==> src/rtl/ttscan_pkg.sv <==
package ttscan_pkg;
  localparam int DESC_W = 32;

  typedef enum logic [1:0] {
    RK_SECTION = 2'd0,
    RK_SUPER   = 2'd1,
    RK_LARGE   = 2'd2,
    RK_SMALL   = 2'd3
  } region_e;

  typedef enum logic [1:0] {
    ST_IDLE,
    ST_L1,
    ST_L2,
    ST_EMIT
  } scan_state_e;
endpackage

==> src/rtl/ttscan_limit.sv <==
module ttscan_limit #(
  parameter int L1_ENTRIES = 4096,
  localparam int IDX_W = $clog2(L1_ENTRIES),
  localparam int CNT_W = IDX_W + 1
) (
  input  logic             use_count,
  input  logic [CNT_W-1:0] entry_count,
  input  logic [2:0]       split_n,
  output logic [IDX_W-1:0] last_idx,
  output logic             bad
);
  logic [CNT_W-1:0] cnt_m1;

  assign cnt_m1 = entry_count - CNT_W'(1);
  assign bad = use_count &&
               ((entry_count == '0) || (entry_count > CNT_W'(L1_ENTRIES)));
  assign last_idx = use_count ? cnt_m1[IDX_W-1:0] : ({IDX_W{1'b1}} >> split_n);
endmodule

==> src/rtl/ttscan_attr.sv <==
module ttscan_attr (
  input  logic [31:0] desc,
  input  logic        second_level,
  input  logic        afe,
  output logic [2:0]  attr,
  output logic [3:0]  perm
);
  logic       s_bit, ap2;
  logic [1:0] ap;

  assign s_bit = second_level ? desc[10] : desc[16];
  assign ap2   = second_level ? desc[9]  : desc[15];
  assign ap    = second_level ? desc[5:4] : desc[11:10];
  assign attr  = {s_bit, desc[3], desc[2]};

  always_comb begin
    if (afe) begin
      perm = {1'b1, !ap2, ap[1], ap[1] & !ap2};
    end else begin
      unique case (ap)
        2'b00:   perm = 4'b0000;
        2'b01:   perm = {1'b1, !ap2, 2'b00};
        2'b10:   perm = {1'b1, !ap2, 2'b10};
        default: perm = {1'b1, !ap2, 1'b1, !ap2};
      endcase
    end
  end
endmodule

==> src/rtl/ttscan_top.sv <==
module ttscan_top
  import ttscan_pkg::*;
#(
  parameter int L1_ENTRIES = 4096,
  parameter int L2_ENTRIES = 256,
  parameter int SKIP       = 16,
  localparam int IDX_W = $clog2(L1_ENTRIES),
  localparam int CNT_W = IDX_W + 1,
  localparam int J_W   = $clog2(L2_ENTRIES) + 1
) (
  input  logic              clk,
  input  logic              rst_n,
  input  logic              start,
  input  logic [DESC_W-1:0] table_base,
  input  logic              use_count,
  input  logic [CNT_W-1:0]  entry_count,
  input  logic [2:0]        split_n,
  input  logic              afe,
  output logic              busy,
  output logic              done,
  output logic              reject,
  output logic              rd_valid,
  output logic [DESC_W-1:0] rd_addr,
  input  logic              rd_ack,
  input  logic [DESC_W-1:0] rd_data,
  output logic              rec_valid,
  input  logic              rec_ready,
  output logic [1:0]        rec_kind,
  output logic [DESC_W-1:0] rec_va_start,
  output logic [DESC_W-1:0] rec_va_end,
  output logic [DESC_W-1:0] rec_pa_start,
  output logic [DESC_W-1:0] rec_pa_end,
  output logic [2:0]        rec_attr,
  output logic [3:0]        rec_perm
);
  localparam logic [IDX_W:0] IDX_ONE  = (IDX_W+1)'(1);
  localparam logic [IDX_W:0] IDX_SKIP = (IDX_W+1)'(SKIP);
  localparam logic [J_W-1:0] J_ONE    = J_W'(1);
  localparam logic [J_W-1:0] J_SKIP   = J_W'(SKIP);
  localparam logic [J_W-1:0] J_LIMIT  = J_W'(L2_ENTRIES);

  scan_state_e       state_q;
  logic [DESC_W-1:0] base_q, l2base_q;
  logic              afe_q;
  logic [IDX_W-1:0]  last_q;
  logic [IDX_W:0]    idx_q;
  logic [J_W-1:0]    j_q;
  region_e           kind_q;
  logic              done_q, reject_q;

  logic [IDX_W-1:0]  last_idx;
  logic              bad_count;
  logic [2:0]        cand_attr;
  logic [3:0]        cand_perm;

  ttscan_limit #(.L1_ENTRIES(L1_ENTRIES)) u_limit (
    .use_count(use_count), .entry_count(entry_count), .split_n(split_n),
    .last_idx(last_idx), .bad(bad_count)
  );

  ttscan_attr u_attr (
    .desc(rd_data), .second_level(state_q == ST_L2), .afe(afe_q),
    .attr(cand_attr), .perm(cand_perm)
  );

  // TEX and domain bits take no part in the scan
  logic tex_unused;
  assign tex_unused = ^rd_data[8:6];

  // ---------------- descriptor classification ----------------
  logic accept, is_empty, emit_load, l2_enter, skip_now;
  assign accept    = rd_valid && rd_ack;
  assign is_empty  = (rd_data[1:0] == 2'b00);
  assign emit_load = accept && ((state_q == ST_L1 && rd_data[1]) ||
                                (state_q == ST_L2 && !is_empty));
  assign l2_enter  = accept && state_q == ST_L1 && rd_data[1:0] == 2'b01;
  assign skip_now  = accept && is_empty;

  region_e           cand_kind;
  logic [DESC_W-1:0] cand_pa, cand_span, cand_va;
  always_comb begin
    if (state_q == ST_L1) cand_kind = rd_data[18] ? RK_SUPER : RK_SECTION;
    else                  cand_kind = (rd_data[1:0] == 2'b01) ? RK_LARGE : RK_SMALL;
    unique case (cand_kind)
      RK_SECTION: begin cand_pa = {rd_data[31:20], 20'b0}; cand_span = 32'h000F_FFFF; end
      RK_SUPER:   begin cand_pa = {rd_data[31:24], 24'b0}; cand_span = 32'h00FF_FFFF; end
      RK_LARGE:   begin cand_pa = {rd_data[31:16], 16'b0}; cand_span = 32'h0000_FFFF; end
      default:    begin cand_pa = {rd_data[31:12], 12'b0}; cand_span = 32'h0000_0FFF; end
    endcase
  end

  logic [DESC_W-1:0] va_l1;
  assign va_l1   = DESC_W'(idx_q[IDX_W-1:0]) << 20;
  assign cand_va = (state_q == ST_L2) ? (va_l1 | (DESC_W'(j_q[J_W-2:0]) << 12)) : va_l1;

  // ---------------- index advance ----------------
  logic emit_take, l1_kind;
  logic adv_l1, adv_l2, l2_wrap, finish;
  logic [IDX_W:0]   idx_next;
  logic [J_W-1:0]   j_next;

  assign emit_take = (state_q == ST_EMIT) && rec_ready;
  assign l1_kind   = (kind_q == RK_SECTION) || (kind_q == RK_SUPER);
  assign j_next    = j_q + ((state_q == ST_EMIT && kind_q == RK_LARGE) ? J_SKIP : J_ONE);
  assign idx_next  = idx_q + ((state_q == ST_EMIT && kind_q == RK_SUPER) ? IDX_SKIP : IDX_ONE);
  assign adv_l2    = (state_q == ST_L2 && skip_now) || (emit_take && !l1_kind);
  assign l2_wrap   = adv_l2 && (j_next >= J_LIMIT);
  assign adv_l1    = (state_q == ST_L1 && skip_now) || (emit_take && l1_kind) || l2_wrap;
  assign finish    = adv_l1 && (idx_next > {1'b0, last_q});

  always_ff @(posedge clk) begin
    if (!rst_n) begin
      state_q  <= ST_IDLE;
      base_q   <= '0;
      l2base_q <= '0;
      afe_q    <= 1'b0;
      last_q   <= '0;
      idx_q    <= '0;
      j_q      <= '0;
      kind_q   <= RK_SECTION;
      done_q   <= 1'b0;
      reject_q <= 1'b0;
      rec_va_start <= '0;
      rec_va_end   <= '0;
      rec_pa_start <= '0;
      rec_pa_end   <= '0;
      rec_attr     <= '0;
      rec_perm     <= '0;
    end else begin
      done_q   <= 1'b0;
      reject_q <= 1'b0;
      if (state_q == ST_IDLE && start) begin
        if (bad_count) begin
          reject_q <= 1'b1;
        end else begin
          base_q  <= table_base;
          afe_q   <= afe;
          last_q  <= last_idx;
          idx_q   <= '0;
          state_q <= ST_L1;
        end
      end
      if (emit_load) begin
        kind_q       <= cand_kind;
        rec_va_start <= cand_va;
        rec_va_end   <= cand_va + cand_span;
        rec_pa_start <= cand_pa;
        rec_pa_end   <= cand_pa + cand_span;
        rec_attr     <= cand_attr;
        rec_perm     <= cand_perm;
        state_q      <= ST_EMIT;
      end
      if (l2_enter) begin
        l2base_q <= {rd_data[31:10], 10'b0};
        j_q      <= '0;
        state_q  <= ST_L2;
      end
      if (adv_l2 && !l2_wrap) begin
        j_q     <= j_next;
        state_q <= ST_L2;
      end
      if (adv_l1) begin
        if (finish) begin
          done_q  <= 1'b1;
          state_q <= ST_IDLE;
        end else begin
          idx_q   <= idx_next;
          state_q <= ST_L1;
        end
      end
    end
  end

  assign busy      = (state_q != ST_IDLE);
  assign done      = done_q;
  assign reject    = reject_q;
  assign rd_valid  = (state_q == ST_L1) || (state_q == ST_L2);
  assign rd_addr   = (state_q == ST_L2) ? (l2base_q + (DESC_W'(j_q[J_W-2:0]) << 2))
                                        : (base_q + (DESC_W'(idx_q[IDX_W-1:0]) << 2));
  assign rec_valid = (state_q == ST_EMIT);
  assign rec_kind  = kind_q;
endmodule

==> config.mk <==
export PLATFORM = sky130hd
export DESIGN_NAME = ttscan_top
export DESIGN_NICKNAME = d
export VERILOG_FILES = /design/src/rtl/ttscan_pkg.sv /design/src/rtl/ttscan_limit.sv /design/src/rtl/ttscan_attr.sv /design/src/rtl/ttscan_top.sv
export SDC_FILE = /design/constraint.sdc
export NUM_CORES = 1
export LEC_CHECK = 0
export BUFFER_PORTS_ARGS = -buffer_cell sky130_fd_sc_hd__buf_4
export CAP_MARGIN = 5
export CORE_MARGIN = 2
export CORE_UTILIZATION = 55
export DETAILED_ROUTE_END_ITERATION = 8
export PLACE_DENSITY = 0.82
export SLEW_MARGIN = 5
export SYNTH_ARGS = -nofsm -noshare
export SYNTH_HDL_FRONTEND = slang
export SYNTH_HIERARCHICAL = 1
export SYNTH_SLANG_ARGS = --single-unit
==> constraint.sdc <==
create_clock -name clk -period 10.95 [get_ports clk]
set_input_delay 1.095 -clock clk [delete_from_list [all_inputs] [get_ports clk]]
set_output_delay 1.095 -clock clk [all_outputs]
set_load 0.01 [all_outputs]
# Word-level counts from Yosys, hierarchy flattened

Cells that the tools add are included.

Bits of input ports: 87
Register bits: 230
Output and inout bits: 174
Word-level logic and storage cells: 114

Shifts and indexed selects: 1
Equal/unequal tests: 11
Muxes and demuxes: 30
Bitwise logic cells: 3
$add $sub $neg: 7
Reductions and logical operators: 43
Magnitude comparators: 3

Operators by type and width:

| kind                                                  | number |
|---|---|
| one-hot mux 24 bit (3 select lines)                   | 2 |
| two-way mux 32 bit                                    | 2 |
| two-way mux 13 bit                                    | 4 |
| adder 32 x 10 -> 32 bit                               | 1 |
| adder 32 x 14 -> 32 bit                               | 1 |
| adder 32 x 24 -> 32 bit                               | 1 |
| adder 32 bit                                          | 1 |
| OR 32 x 20 -> 32 bit                                  | 1 |
| logical AND 1 bit                                     | 19 |
| two-way mux 9 bit                                     | 2 |
| two-way mux 2 bit                                     | 8 |
| adder 13 x 5 -> 13 bit                                | 1 |
| greater-than comparator 13 x 12 -> 1 bit              | 1 |
| greater-than comparator 13 bit, second input constant | 1 |
| zero test 13 bit                                      | 1 |
| two-way mux 12 bit                                    | 1 |
| one-hot mux 4 bit (3 select lines)                    | 1 |
| >> shifter 12 x 3 -> 12 bit, first input constant     | 1 |
| subtractor 12 x 1 -> 12 bit, second input constant    | 1 |
| equality test 2 x 1 -> 1 bit, second input constant   | 5 |
| equality test 2 bit, second input constant            | 5 |
| zero test 2 bit                                       | 5 |
| two-way mux 5 bit                                     | 2 |
| adder 9 x 5 -> 9 bit                                  | 1 |
| other kinds (11)                                      | 30 |

# Longest topological paths before layout

Depth in word-level cells: 11
Mapped depth: 17
Depth with buffers taken out: 16

# By module

The synthesis kept the hierarchy.

By module, submodules not included:

| module       | times used | area an instance (sq um) | cells an instance | seq. area each (sq um) |
|---|---|---|---|---|
| ttscan_top   | 1          | 10163.5                  | 1310              | 3663.5 |
| ttscan_limit | 1          | 425.4                    | 64                | 0.0 |
| ttscan_attr  | 1          | 123.9                    | 15                | 0.0 |

# Worst setup path before layout

OpenSTA, ideal clock, no wires.

Path kind: register to register
Start: reg state_q[0]
End: reg idx_q[9]
Path buffers: 1
Arrival: 3.512 ns
Period minus slack after synthesis: 3.644 ns
Stages on the path, launching flop included: 18
Setup time: 0.132 ns
Required time: 10.818 ns
Path slack: 7.306 ns
Path through: dfxtp_1 -> ha_1 -> nand2_1 -> or2_2 -> inv_1 -> ha_1 -> and3_2 -> a31oi_1 -> nor2_1 -> xnor2_1 -> ha_1 -> a21o_1 -> a21oi_1 -> nand3_1 -> o21ai_1 -> buf_2 -> a21o_1 -> a21oi_2

Elaborated cells between the ends (all ways): 29
Classes of those cells: add/sub (2); order compare (2); eq/ne (3); mux (5); reduce/logical (17)

RTL lines:

| element                                                        | line              | source |
|---|---|---|
| from (decl)                                                    | ttscan_top.sv:42  | `scan_state_e state_q;` |
| from (signal assigned)                                         | ttscan_top.sv:113 | `state_q <= ST_IDLE;` |
| from (signal assigned)                                         | ttscan_top.sv:140 | `state_q <= ST_L1;` |
| from (signal assigned)                                         | ttscan_top.sv:151 | `state_q <= ST_EMIT;` |
| equality test 2 bit *                                          | n/a               |  |
| named net rec_valid                                            | ttscan_top.sv:26  | `output logic rec_valid,` |
| branches (longest 8 deep; another with adder 13 x 5 -> 13 bit) | n/a               |  |
| two-way mux 13 bit *                                           | ttscan_top.sv:162 | `if (adv_l1) begin` |
| to (signal assigned)                                           | ttscan_top.sv:167 | `idx_q <= idx_next;` |
| to (decl)                                                      | ttscan_top.sv:46  | `logic [IDX_W:0] idx_q;` |

Mark *: on every way through the listed nets, which the timed path passes.
A chain may end at the register's enable or synchronous reset.

# Worst setup path after layout

Start: reg idx_q[2]
End: out rd_addr[18]

Word-level cells in the longest chain between the ends: 2

RTL lines:

| element                 | line              | source |
|---|---|---|
| adder 32 x 14 -> 32 bit | ttscan_top.sv:179 | `: (base_q + (DESC_W'(idx_q[IDX_W-1:0]) << 2));` |
| two-way mux 32 bit      | ttscan_top.sv:178 | `assign rd_addr = (state_q == ST_L2) ? (l2base_q + (DESC_W'(j_q[J_W-2:0]) << 2))` |
| to (decl)               | ttscan_top.sv:23  | `output logic [DESC_W-1:0] rd_addr,` |

No other way between the ends.

==> impl_metrics.tcl <==
set metrics [dict create \
    antenna_found_initial 0 \
    power_density_nw_per_um2 122 \
    ys_warn_count 6 \
    instances_no_fill 1814 \
    maxSlewViolCount 0 \
    wl_um 31400 \
    portBuffers 233 \
    critPathMaxFanout 12 \
    p_total_mw 1.56 \
    r2r-end "idx_q[10]" \
    seq_area_frac_synth_pct 34.2 \
    grt_pass1_wl_um 47900 \
    io-pin-count 261 \
    cts_tree "done" \
    ys_ff_latch 183 \
    rows 51 \
    status "finished, final reports clean" \
    start_util_pct 55.6 \
    diodes 0 \
    nets 1678 \
    r2r_slack_ps 6700 \
    via_count 10500 \
    die-area_um2 20600 \
    placed_cells 1782 \
    reg2reg_from "state_q[0]" \
    clk_latency_ps 440 \
    met1_usage_pct 36.9 \
    end_kind "output port" \
    cts_made_buffers 17 \
    hold_violations 0 \
    synth_area_leaders "dfxtp_1 (34%), nand2_1 (10%), a21oi_1 (7.2%)" \
    die_width_um 144 \
    hold_end "base_q[1]" \
    cts_resized 0 \
    hold_start "base_q[1]" \
    yosysTopAreaCellShare_pct 34.2 \
    grt_pass1_vias 9445 \
    area_growth_syn_to_layout_pct 19.7 \
    synthFlopType "dfxtp_1" \
    vias_per_cell 5.77 \
    ctsHoldBuffers 0 \
    core_area_um2 19300 \
    hpwl_um 22500 \
    htree_levels 4 \
    syn_avg_cell_area_um2 7.71 \
    synth-edff-count 0 \
    whs_ps 451 \
    cp.required_ps 9860 \
    met2_usage_pct 49.1 \
    grt_use_total_pct 29.4 \
    synth_cell_type_count 88 \
    cp.arrival_ps 3470 \
    multi_input_comb_area_um2 6260 \
    hold_path.class "flip-flop to flip-flop" \
    worst_pin_slew_ps 1110 \
    power.leakage_nw 5.25 \
    synth_area_leader_cell "dfxtp_1" \
    fin_util_pct 66.5 \
    setup_violations 0 \
    worstRegToRegCells 17 \
    cp-start-kind "flip-flop" \
    drc_errors 0 \
    critPathKind "flip-flop to output port" \
    finClkSkew_ps 10.0 \
    async_flop_share_pct 0 \
    clock-sinks 183 \
    overflow 0 \
    wl_per_cell_um 17.3 \
    vdd_drop_max_mv 0.100 \
    gp_congestion 0.940 \
    grt_use_met3_pct 5.16 \
    die_h_um 144 \
    n_fill_cell 1653 \
    fin_crit_sh_pct 41.7 \
    relSlewSlack_pct 25.9 \
    timing.setup.tns_ps 0 \
    cap_violations 0 \
    synth_area_um2 10700 \
    period_minus_slack_ps 4570 \
    clkSlewWorstSetupHoldPaths_ps 70 \
    fmax_ghz 0.219 \
    rsz0062_at_grt "no" \
    cts_buffer_depth 2 \
    cts_setup_buffers 0 \
    seq_area_um2 3660 \
    drt_iter0_drc 785 \
    postSynthCellCount 1389 \
    layout-drive-gt1-share_pct 20.4 \
    antenna_left 0 \
    min_path_cells 2 \
    grt_max_degree 95 \
    grt.busiest_layer "met2" \
    cts-root-buf "clkbuf_16" \
    firstDrtPassIters 6 \
]
state kept, by name, summed over array words and instances (netlist names), 12 cells and up:
signal / count
rec_pa_start: 20
rec_va_end: 21
last_q: 12
l2base_q: 22
rec_pa_end: 20
idx_q: 13
base_q: 32
rec_va_start: 20
cell usage after synthesis (6+ instances only):
| cell type | n |
|---|---|
| or2_2 | 6 |
| xnor2_1 | 40 |
| nor3b_1 | 6 |
| or3_1 | 8 |
| nand3_1 | 60 |
| nand2_1 | 289 |
| and2_1 | 15 |
| and3_1 | 9 |
| o21a_1 | 9 |
| a21o_1 | 23 |
| a211oi_1 | 11 |
| nand3b_1 | 6 |
| o21ai_1 | 6 |
| inv_1 | 38 |
| ha_1 | 53 |
| xor2_1 | 10 |
| a311oi_1 | 6 |
| dfxtp_1 | 183 |
| nor2_1 | 64 |
| o211ai_1 | 12 |
| buf_4 | 52 |
| a21oi_1 | 155 |
| a22oi_1 | 14 |
| nor2b_1 | 11 |
| o21ai_0 | 41 |
| a31oi_1 | 21 |
| buf_2 | 7 |
| nor4_1 | 10 |
| nand4_1 | 16 |
| clkbuf_1 | 70 |
| nor3_1 | 23 |
cells in the final DEF (no fill, tap or decap), types with 8 or more instances in the layout:
cell type / n
a211oi_1: 11
a21o_1: 22
a21oi_1: 154
a22oi_1: 14
a31oi_1: 21
and2_1: 15
and3_1: 9
buf_4: 240
clkbuf_16: 17
conb_1: 25
dfxtp_1: 183
ha_1: 52
inv_1: 38
nand2_1: 289
nand3_1: 60
nand4_1: 16
nor2_1: 63
nor2b_1: 11
nor3_1: 23
nor4_1: 10
o211ai_1: 12
o21a_1: 9
o21ai_0: 41
or3_1: 8
xnor2_1: 40
xor2_1: 10
cell type report:
type,instances,area share [%]
clock inverter,12,1.28
tap,265,2.59
sequential,183,28.6
inverter,40,1.19
multi-input combinational,1054,48.8
clock buffer,20,3.48
timing repair buffer,240,14.1
critical path, stage by stage, from the launching register on:
cell and delay [ps]:
dfxtp_1 630, ha_1 370, nor2b_1 160, o31a_1 270, o31a_1 310, o211ai_1 720, a2111o_1 280, nand3_1 120
buf_4 180
per-stage QoR:
stage / cell area, um2 / worst slack, ps
after floorplan: 10800 / 7310
after global placement: 12200 / 6710
after detailed placement: 12200 / 6590
after CTS: 12800 / 6450
after global routing: 12800 / 6250
final: 12800 / 6380
metal layers:
layer,vias to the layer above,wire length [um]
met1,4844,12700
li1,5095,-
met2,432,15100
met4,0,1290
met3,91,2290
met5,-,0
worst max path at each step:
stage / startpoint / end / slack, ps / cells after the start
2_1_floorplan: state_q[0] / idx_q[9] / 7310 / 17
3_3_place_gp: entry_count[0] / idx_q[3] / 6710 / 9
3_5_place_dp: entry_count[0] / idx_q[2] / 6590 / 9
4_1_cts: idx_q[2] / rd_addr[18] / 6450 / 8
5_1_grt: idx_q[2] / rd_addr[18] / 6250 / 8
6_report: idx_q[2] / rd_addr[18] / 6380 / 8
kinds of logic after synthesis:
kind of cell | after synthesis | synth area share (%)
buffers and inverters | 176 | 8.42
other | 1 | 0.0350
AO/OA/AOI/OAI | 360 | 21.6
XOR/XNOR | 50 | 4.09
multiplexers | 8 | 0.818
AND/OR/NAND/NOR | 556 | 24.3
adder cells (fa/ha/maj) | 55 | 6.56
flip-flops | 183 | 34.2
where the power goes:
| part | switching [mW] | total (mW) | internal, mW |
|---|---|---|---|
| registers | 0.0132 | 0.694 | 0.681 |
| logic | 0.129 | 0.216 | 0.0868 |
| clock network | 0.279 | 0.649 | 0.370 |
(Power assumes the default switching activity.)
